## config.mk

```make
export PLATFORM = sky130hd
export DESIGN_NAME = tick_timer_bank
export DESIGN_NICKNAME = d
export VERILOG_FILES = /design/src/rtl/tmr_bank_pkg.sv /design/src/rtl/tmr_bank_decode.sv /design/src/rtl/tmr_bank_cell.sv /design/src/rtl/tmr_bank_rdmux.sv /design/src/rtl/tick_timer_bank.sv
export SDC_FILE = /design/constraint.sdc
export NUM_CORES = 1
export LEC_CHECK = 0
export BUFFER_PORTS_ARGS = -buffer_cell sky130_fd_sc_hd__buf_2
export CAP_MARGIN = 10
export CORE_MARGIN = 10
export CORE_UTILIZATION = 45
export CTS_BUF_LIST = sky130_fd_sc_hd__clkbuf_4
export CTS_CLUSTER_SIZE = 30
export DETAILED_ROUTE_END_ITERATION = 6
export MAX_ROUTING_LAYER = met4
export PLACE_DENSITY = 0.61
export SYNTH_ARGS = -nofsm -noshare
export SYNTH_HDL_FRONTEND = slang
export SYNTH_SLANG_ARGS = --single-unit
```

## constraint.sdc

```tcl
create_clock -name clk -period 2.8 [get_ports clk]
set_clock_uncertainty 0.05 [all_clocks]
set_input_delay 0.56 -clock clk [delete_from_list [all_inputs] [get_ports clk]]
set_output_delay 0.56 -clock clk [all_outputs]
set_load 0.05 [all_outputs]
```

## src/rtl/tmr_bank_pkg.sv

```systemverilog
package tmr_bank_pkg;

  localparam int SLOT_W = 2;

  typedef enum logic [SLOT_W-1:0] {
    SLOT_PERIOD = 2'd0,
    SLOT_COUNT  = 2'd1,
    SLOT_ACK    = 2'd2,
    SLOT_SPARE  = 2'd3
  } slot_e;

endpackage

```

## src/rtl/tmr_bank_decode.sv

```systemverilog
module tmr_bank_decode
  import tmr_bank_pkg::*;
#(
  parameter int NUM_TIMERS = 4,
  parameter int IDX_W      = 2,
  localparam int ADDR_W    = IDX_W + SLOT_W
) (
  input  logic                  bus_sel,
  input  logic                  bus_we,
  input  logic [ADDR_W-1:0]     bus_addr,
  output logic [NUM_TIMERS-1:0] per_wr,
  output logic [NUM_TIMERS-1:0] cnt_wr,
  output logic [NUM_TIMERS-1:0] ack_rd
);

  logic [IDX_W-1:0] idx;
  slot_e            slot;

  assign idx  = bus_addr[ADDR_W-1:SLOT_W];
  assign slot = slot_e'(bus_addr[SLOT_W-1:0]);

  for (genvar i = 0; i < NUM_TIMERS; i++) begin : g_strobe
    logic hit;
    assign hit       = bus_sel && (idx == IDX_W'(i));
    assign per_wr[i] = hit &&  bus_we && (slot == SLOT_PERIOD);
    assign cnt_wr[i] = hit &&  bus_we && (slot == SLOT_COUNT);
    assign ack_rd[i] = hit && !bus_we && (slot == SLOT_ACK);
  end

endmodule

```

## src/rtl/tmr_bank_cell.sv

```systemverilog
module tmr_bank_cell #(
  parameter int CNT_W = 32
) (
  input  logic             clk,
  input  logic             rst_n,
  input  logic             per_wr,
  input  logic             cnt_wr,
  input  logic             ack_rd,
  input  logic [CNT_W-1:0] wdata,
  output logic [CNT_W-1:0] period_q,
  output logic [CNT_W-1:0] count_q,
  output logic             pending_q,
  output logic             wrap_evt,
  output logic             clr_evt
);

  // A step from this count lands on zero (or the count already sits there).
  function automatic logic at_floor(input logic [CNT_W-1:0] v);
    return v <= CNT_W'(1);
  endfunction

  // Free-running step: decrement, saturating at zero.
  function automatic logic [CNT_W-1:0] step_down(input logic [CNT_W-1:0] v);
    return (v == '0) ? v : v - CNT_W'(1);
  endfunction

  logic             enabled;
  logic [CNT_W-1:0] period_d;
  logic [CNT_W-1:0] count_d;
  logic             pending_d;

  always_comb begin
    enabled  = (period_q != '0);
    wrap_evt = enabled && !cnt_wr && at_floor(count_q);
    clr_evt  = per_wr && (wdata == '0);

    period_d = per_wr ? wdata : period_q;

    if (cnt_wr)        count_d = wdata;
    else if (wrap_evt) count_d = period_q;
    else               count_d = step_down(count_q);

    if (clr_evt)       pending_d = 1'b0;
    else if (wrap_evt) pending_d = 1'b1;
    else if (ack_rd)   pending_d = 1'b0;
    else               pending_d = pending_q;
  end

  always_ff @(posedge clk or negedge rst_n) begin
    if (!rst_n) begin
      period_q  <= '0;
      count_q   <= '0;
      pending_q <= 1'b0;
    end else begin
      period_q  <= period_d;
      count_q   <= count_d;
      pending_q <= pending_d;
    end
  end

endmodule

```

## src/rtl/tmr_bank_rdmux.sv

```systemverilog
module tmr_bank_rdmux
  import tmr_bank_pkg::*;
#(
  parameter int NUM_TIMERS = 4,
  parameter int CNT_W      = 32,
  parameter int IDX_W      = 2,
  localparam int ADDR_W    = IDX_W + SLOT_W
) (
  input  logic [ADDR_W-1:0]                 bus_addr,
  input  logic [NUM_TIMERS-1:0][CNT_W-1:0]  period_all,
  input  logic [NUM_TIMERS-1:0][CNT_W-1:0]  count_all,
  output logic [CNT_W-1:0]                  rdata
);

  logic [IDX_W-1:0] idx;
  slot_e            slot;

  assign idx  = bus_addr[ADDR_W-1:SLOT_W];
  assign slot = slot_e'(bus_addr[SLOT_W-1:0]);

  always_comb begin
    rdata = '0;
    for (int i = 0; i < NUM_TIMERS; i++) begin
      if (idx == IDX_W'(i)) begin
        case (slot)
          SLOT_PERIOD: rdata = period_all[i];
          SLOT_COUNT:  rdata = count_all[i];
          default:     rdata = '0;
        endcase
      end
    end
  end

endmodule

```

## src/rtl/tick_timer_bank.sv

```systemverilog
module tick_timer_bank
  import tmr_bank_pkg::*;
#(
  parameter int  NUM_TIMERS = 4,
  parameter int  CNT_W      = 32,
  localparam int IDX_W      = (NUM_TIMERS > 1) ? $clog2(NUM_TIMERS) : 1,
  localparam int ADDR_W     = IDX_W + SLOT_W
) (
  input  logic                  clk,
  input  logic                  rst_n,
  input  logic                  bus_sel,
  input  logic                  bus_we,
  input  logic [ADDR_W-1:0]     bus_addr,
  input  logic [CNT_W-1:0]      bus_wdata,
  output logic [CNT_W-1:0]      bus_rdata,
  output logic [NUM_TIMERS-1:0] irq
);

  // Named internal events, visible to the bound checker.
  logic [NUM_TIMERS-1:0]            per_wr;
  logic [NUM_TIMERS-1:0]            cnt_wr;
  logic [NUM_TIMERS-1:0]            ack_evt;
  logic [NUM_TIMERS-1:0]            wrap_evt;
  logic [NUM_TIMERS-1:0]            clr_evt;
  logic [NUM_TIMERS-1:0][CNT_W-1:0] period_all;
  logic [NUM_TIMERS-1:0][CNT_W-1:0] count_all;

  tmr_bank_decode #(
    .NUM_TIMERS (NUM_TIMERS),
    .IDX_W      (IDX_W)
  ) u_decode (
    .bus_sel  (bus_sel),
    .bus_we   (bus_we),
    .bus_addr (bus_addr),
    .per_wr   (per_wr),
    .cnt_wr   (cnt_wr),
    .ack_rd   (ack_evt)
  );

  for (genvar i = 0; i < NUM_TIMERS; i++) begin : g_cell
    tmr_bank_cell #(
      .CNT_W (CNT_W)
    ) u_cell (
      .clk       (clk),
      .rst_n     (rst_n),
      .per_wr    (per_wr[i]),
      .cnt_wr    (cnt_wr[i]),
      .ack_rd    (ack_evt[i]),
      .wdata     (bus_wdata),
      .period_q  (period_all[i]),
      .count_q   (count_all[i]),
      .pending_q (irq[i]),
      .wrap_evt  (wrap_evt[i]),
      .clr_evt   (clr_evt[i])
    );
  end

  tmr_bank_rdmux #(
    .NUM_TIMERS (NUM_TIMERS),
    .CNT_W      (CNT_W),
    .IDX_W      (IDX_W)
  ) u_rdmux (
    .bus_addr   (bus_addr),
    .period_all (period_all),
    .count_all  (count_all),
    .rdata      (bus_rdata)
  );

endmodule

```

==> results of run 1 <==
power by group:
group / switching [uW] / internal [uW] / total [uW]
sequential: 1340 / 4740 / 6080
combinational: 3070 / 2790 / 5850
clock: 1830 / 1860 / 3700
layer usage:
layer / up-vias / track usage / routed length [um]
li1: 7336 / - / -
met1: 8551 / 0.446 / 29900
met4: 0 / 0.164 / 4040
met5: - / - / 0
met2: 1091 / 0.512 / 33800
met3: 252 / 0.0818 / 7950
worst min-delay path, delay by kind of cell:
family / cells / cell delay, ps
compound gates: 1 / 50
buf+inv: 1 / 200
simple gates: 1 / 130
final cells by class:
| type | instances | area share |
|---|---|---|
| well taps | 461 | 0.0269 |
| clock buffers | 114 | 0.0400 |
| repair buffers | 410 | 0.161 |
| multi-input cells | 1383 | 0.459 |
| clock inverters | 25 | 0.00450 |
| diodes | 3 | 0.000350 |
| flip-flops and latches | 260 | 0.307 |
| inverters | 10 | 0.00187 |
stage by stage:
| stage | setup TNS, ps | std cells | hold slack [ps] | cell area, um2 | utilization |
|---|---|---|---|---|---|
| after floorplan | -84.9 | 1800 | 214 | 16500 | - |
| after global placement | -5470 | 2461 | 468 | 19100 | 0.536 |
| after detailed placement | -4570 | 2461 | 474 | 19100 | 0.536 |
| after CTS | -7430 | 2647 | 72.9 | 21000 | 0.587 |
| after global routing | -6550 | 2666 | 85.6 | 21400 | 0.599 |
| final | -3950 | 2666 | 125 | 21400 | 0.599 |
how the worst max path moves through the flow:
stage	slack [ps]	to
2_1_floorplan	-80	bus_rdata[29]
3_3_place_gp	-290	g_cell[1].u_cell.pending_q$_DFFE_PN0P_
3_5_place_dp	-230	g_cell[1].u_cell.pending_q$_DFFE_PN0P_
4_1_cts	-340	bus_rdata[11]
5_1_grt	-400	bus_rdata[11]
6_report	-310	bus_rdata[11]
synth_stat cells (all sizes together), types with 4 or more instances:
cell	instances	share of area
and3	4	0.0015
mux4	14	0.019
a222oi	5	0.0031
inv	9	0.0021
or4	11	0.0051
and2	10	0.0038
a21oi	79	0.024
ha	12	0.0092
nand2	163	0.037
nor4	87	0.037
a32oi	5	0.0027
nand2b	10	0.0038
or3	18	0.0069
clkbuf	83	0.019
a21o	6	0.0028
nor2	210	0.048
buf	64	0.018
xnor2	47	0.025
a221oi	18	0.0096
mux2i	74	0.045
nor3	76	0.023
o221ai	9	0.0048
nand4	23	0.0088
a31oi	49	0.019
nand3b	9	0.0041
a22oi	24	0.011
or2	5	0.0019
dfrtp	260	0.40
o211ai	13	0.0060
o31ai	8	0.0037
o21ai	85	0.026
mux2	134	0.092
o22ai	5	0.0019
xor2	63	0.034
nand3	73	0.023
o41ai	4	0.0021
logic make-up after synthesis:
| kind of cell | synth area share |
|---|---|
| XOR/XNOR | 0.0590 |
| flip-flops | 0.398 |
| buffers and inverters | 0.0393 |
| multiplexers | 0.157 |
| AND/OR/NAND/NOR | 0.214 |
| adder cells (fa/ha/maj) | 0.00919 |
| AO/OA/AOI/OAI | 0.123 |
flip-flops by register name, indices dropped and copies added (netlist names):
signal,flops
g_cell.u_cell.pending_q,4
g_cell.u_cell.count_q,128
g_cell.u_cell.period_q,128
repair_timing:
action	in CTS	in global routing
buffers inserted	59	16
endpoints found under the hold margin	69	0
gates resized for setup	189	71
setup endpoints to repair	47	116
pin swaps	47	38
hold buffers	1	0
==> impl_metrics.ini, run 1 <==
[clock_network]
cts-root-buf = clkbuf_4
cts_buffers = 78
h-tree-depth = 3
cts_tree = done
clk_latency_ps = 820
clockBufferDepth = 3
clk_pin_slew_worst_paths_ps = 60
cts.sinks = 260

[worst_setup_path]
path_delay_family = buffers and inverters
r2r_slack_ps = 40
slowest_delay_ps = 460
critPathKind = flop to primary output
crit_top_cell = buf_4
startpoint = g_cell[0].u_cell.count_q[11]$_DFFE_PN0P_
crit_arrival_ps = 2500
crit_chain = mux2i_1 -> o21ai_1 -> a22oi_1 -> buf_4 -> nor2_2 -> a221oi_2 -> buf_4 -> nor2_4 -> buf_8
crit_path_start_kind = flop
cp.depth = 9
worst-path-max-fanout = 3
crit_buf_inv = 3
r2r_end = g_cell[1].u_cell.count_q[22]$_DFFE_PN0P_
endpoint_kind = primary output
r2r-start = g_cell[1].u_cell.period_q[26]$_DFFE_PN0P_
crit_path_top_delay_cell = dfrtp_1
crit_required_ps = 2190
r2r_cells = 8

[logic_synthesis]
synth_ff_type = dfrtp_1
yosysWarnings = 0
ys_async_sr_fraction = 1.00
avgSynthCellArea_um2 = 9.08
yosysSeqAreaShare = 0.398
syn_area_um2 = 16300
synth_edf_count = 0
yosysUniqueCellTypes = 62
synth_nets = 1852
syn_inst = 1800
ys_seq_elements = 260

[floorplanning]
die_w_um = 211
die-area_um2 = 44300
ios = 76
rows = 69
initial_core_util = 0.457
fp.coreArea_um2 = 35700
die_y_um = 211

[timing]
tightest_slew_ps = 802
rsz0062_at_grt = yes
period_needed_ps = 3110
slew_violations = 0
fmax_mhz = 322
finalSetupViolCount = 28
finalHoldViolCount = 0
worst_slack_ps = -308
finalCritPeriodShare = 1.11
slew_headroom = 0.460

[drt]
num_vias = 17200
drt-pass1-iter-count = 6
finalWirelength_um = 75700
remaining_drc_errors = 0
vias_per_cell = 6.46
drt_iter0_drc = 2317
drtAntennaViolNets = 0
wire_per_inst_um = 28.4

[status]
violations = negative setup slack
status = complete, but fails checks

[global_routing]
overflow = 0
grt_max_degree = 75
grt_pass1_vias = 16700
grt_first_pass_wirelength_um = 112000
grt_use_total = 0.348
antenna_found_initial = 4

[final_layout]
final_nets = 2195
fillers = 3181
drive_above_1_share = 0.385
final_common_cell = buf_4
final_cell_mix = buf_4 (302), dfrtp_1 (213), nor2_1 (177)
area_growth_pct = 31.1
seq_area_um2 = 6570
multi_input_area_um2 = 9830

[placement]
place_congestion = 1.10
pre_cts_ws_ps = -232
place_hpwl_um = 55700
portBuffers = 75

[worst_hold_path]
whs_path_depth = 3
min_from = bus_wdata[5]
worstHoldEndpoint = g_cell[1].u_cell.count_q[5]$_DFFE_PN0P_
hp-class = input port to flop

[pwr]
ir_drop_uv = 405
power_per_cell_area_nw_per_um2 = 730
p_leak_uw = 0.00945
total_power_uw = 15600

[job]
drv_cap = 0
(Power assumes the default switching activity.)
==> inputs of run 2 (changes only) <==
- CAP_MARGIN: 10 -> not set
- CORE_UTILIZATION: 45 -> 55
- PLACE_DENSITY: 0.61 -> 0.72
==> run 2 against run 1 <==
The flow finishes with violations (design-rule violations, negative setup slack). Power rose by 1.4%. Die area down 17%. Routed wire length shrank 3.3%. Sequential power increased by 1%. Highest routed layer unchanged. Sequential share of layout area shrank 0.19 points. Cell count is 2.7% lower. Hold slack improved by 48 ps. Clock power is 4% higher. Utilization up 13 points. Maximum frequency up 2.7%. Global-route usage grew 5.5 points. Critical path type unchanged.
==> impl_metrics.ini, run 2 (synthesis results as in run 1) <==
[status]
status = complete, but fails checks
violations = design-rule violations, negative setup slack

[drt]
remaining_drc_errors = 7
vias_per_cell = 6.72
wire_per_inst_um = 28.2
drt-pass1-iter-count = 7
drtAntennaViolNets = 0
drt_iter0_drc = 2376
finalWirelength_um = 73200
num_vias = 17400

[clock_network]
clk_pin_slew_worst_paths_ps = 60
clockBufferDepth = 3
cts_buffers = 77
cts-root-buf = clkbuf_4
h-tree-depth = 3
clk_latency_ps = 790
cts.sinks = 260
cts_tree = done

[timing]
slew_violations = 0
worst_slack_ps = -227
fin_tns_setup_ps = -2690
tightest_slew_ps = 1290
slew_headroom = 0.135
rsz0062_at_grt = yes
fmax_mhz = 330
finalSetupViolCount = 25
finalCritPeriodShare = 1.08
period_needed_ps = 3030
finalHoldViolCount = 0

[final_layout]
area_growth_pct = 31.8
fillers = 2269
top_regs = g_cell.u_cell.count_q x128, g_cell.u_cell.period_q x128, g_cell.u_cell.pending_q x4
drive_above_1_share = 0.391
multi_input_area_um2 = 9940
final_common_cell = buf_4
final_nets = 2199
final_area_um2 = 21500
final_cell_mix = buf_4 (309), dfrtp_1 (218), nor2_1 (174)
seq_area_um2 = 6560

[global_routing]
grt_use_total = 0.403
grt_first_pass_wirelength_um = 108000
antenna_found_initial = 6
busiest_layer = met2
grt_pass1_vias = 17100
overflow = 0
grtUsageMet2 = 0.582
grt_max_degree = 69
use_met3 = 0.103
use_met1 = 0.510

[worst_hold_path]
hp-class = input port to flop

[placement]
place_congestion = 1.04
post_dp_cell_area_um2 = 19000
portBuffers = 75
place_hpwl_um = 53300

[job]
drv_cap = 0

[floorplanning]
rows = 63
ios = 76
die-area_um2 = 37000
die_y_um = 192
fp.coreArea_um2 = 29500
initial_core_util = 0.554
die_w_um = 192

[worst_setup_path]
worst-path-max-fanout = 3
crit_required_ps = 2190
crit_path_start_kind = flop
crit_arrival_ps = 2420
endpoint_kind = primary output
critPathKind = flop to primary output

[pwr]
ir_drop_uv = 407
power_per_cell_area_nw_per_um2 = 736
p_leak_uw = 0.00946
total_power_uw = 15800
[run 2: per-layer routing]
| metal | vias up | part of all wire |
|---|---|---|
| met5 | - | 0 |
| met4 | 0 | 0.063 |
| met3 | 324 | 0.12 |
| met2 | 1334 | 0.44 |
| met1 | 8439 | 0.38 |
| li1 | 7344 | - |
[run 2: final cells by class]
| type | instances | area share |
|---|---|---|
| inverter | 10 | 0.00174 |
| clock buffer | 117 | 0.0408 |
| multi-input combinational | 1383 | 0.462 |
| tap | 390 | 0.0227 |
| clock inverter | 13 | 0.00476 |
| antenna | 6 | 0.000697 |
| timing repair buffer | 415 | 0.163 |
| sequential | 260 | 0.305 |
[run 2: through the flow]
step	std cells	setup slack (ps)	hold slack [ps]	utilization
3_5_place_dp	2387	-345	464	0.646
2_1_floorplan	1800	-84.9	214	-
5_1_grt	2594	-303	171	0.730
3_3_place_gp	2387	-409	460	0.646
6_report	2594	-227	173	0.730
4_1_cts	2574	-204	146	0.716
[run 2: critical path, stage by stage (launching register included)]
cell,delay [ps]
dfrtp_1,400
buf_6,140
mux2i_4,150
nand2_1,80
o211ai_1,100
a21oi_2,80
a221oi_2,300
buf_4,200
nor2_4,40
buf_8,150
[run 2: power breakdown]
| part | total [uW] | leakage (uW) | switching, uW | internal [uW] |
|---|---|---|---|---|
| Clock | 3830 | 0.000589 | 1760 | 2060 |
| Sequential | 6140 | 0.00310 | 1410 | 4730 |
| Combinational | 5880 | 0.00577 | 3030 | 2850 |
| Total | 15800 | 0.00946 | 6200 | 9650 |
[run 2: repair_timing]
item | 4_1_cts | 5_1_grt
endpoints found under the hold margin | 63 | 0
buffers inserted | 68 | 16
setup endpoints to repair | 33 | 97
pin swaps | 56 | 44
hold buffers | 1 | 0
gates resized for setup | 213 | 69
[run 2: path summary, 6_finish.rpt]
check	start	end	slack, ps	cells past startpoint
max	g_cell[2].u_cell.count_q[21]$_DFFE_PN0P_	bus_rdata[21]	-230	9
min	bus_wdata[17]	g_cell[3].u_cell.count_q[17]$_DFFE_PN0P_	170	3
max reg2reg	g_cell[1].u_cell.count_q[22]$_DFFE_PN0P_	g_cell[1].u_cell.count_q[31]$_DFFE_PN0P_	70	7
min reg2reg	g_cell[0].u_cell.pending_q$_DFFE_PN0P_	g_cell[0].u_cell.pending_q$_DFFE_PN0P_	480	2
max in group asynchronous	rst_n	g_cell[1].u_cell.period_q[15]$_DFFE_PN0P_	1540	3
min in group asynchronous	rst_n	g_cell[2].u_cell.count_q[11]$_DFFE_PN0P_	320	2
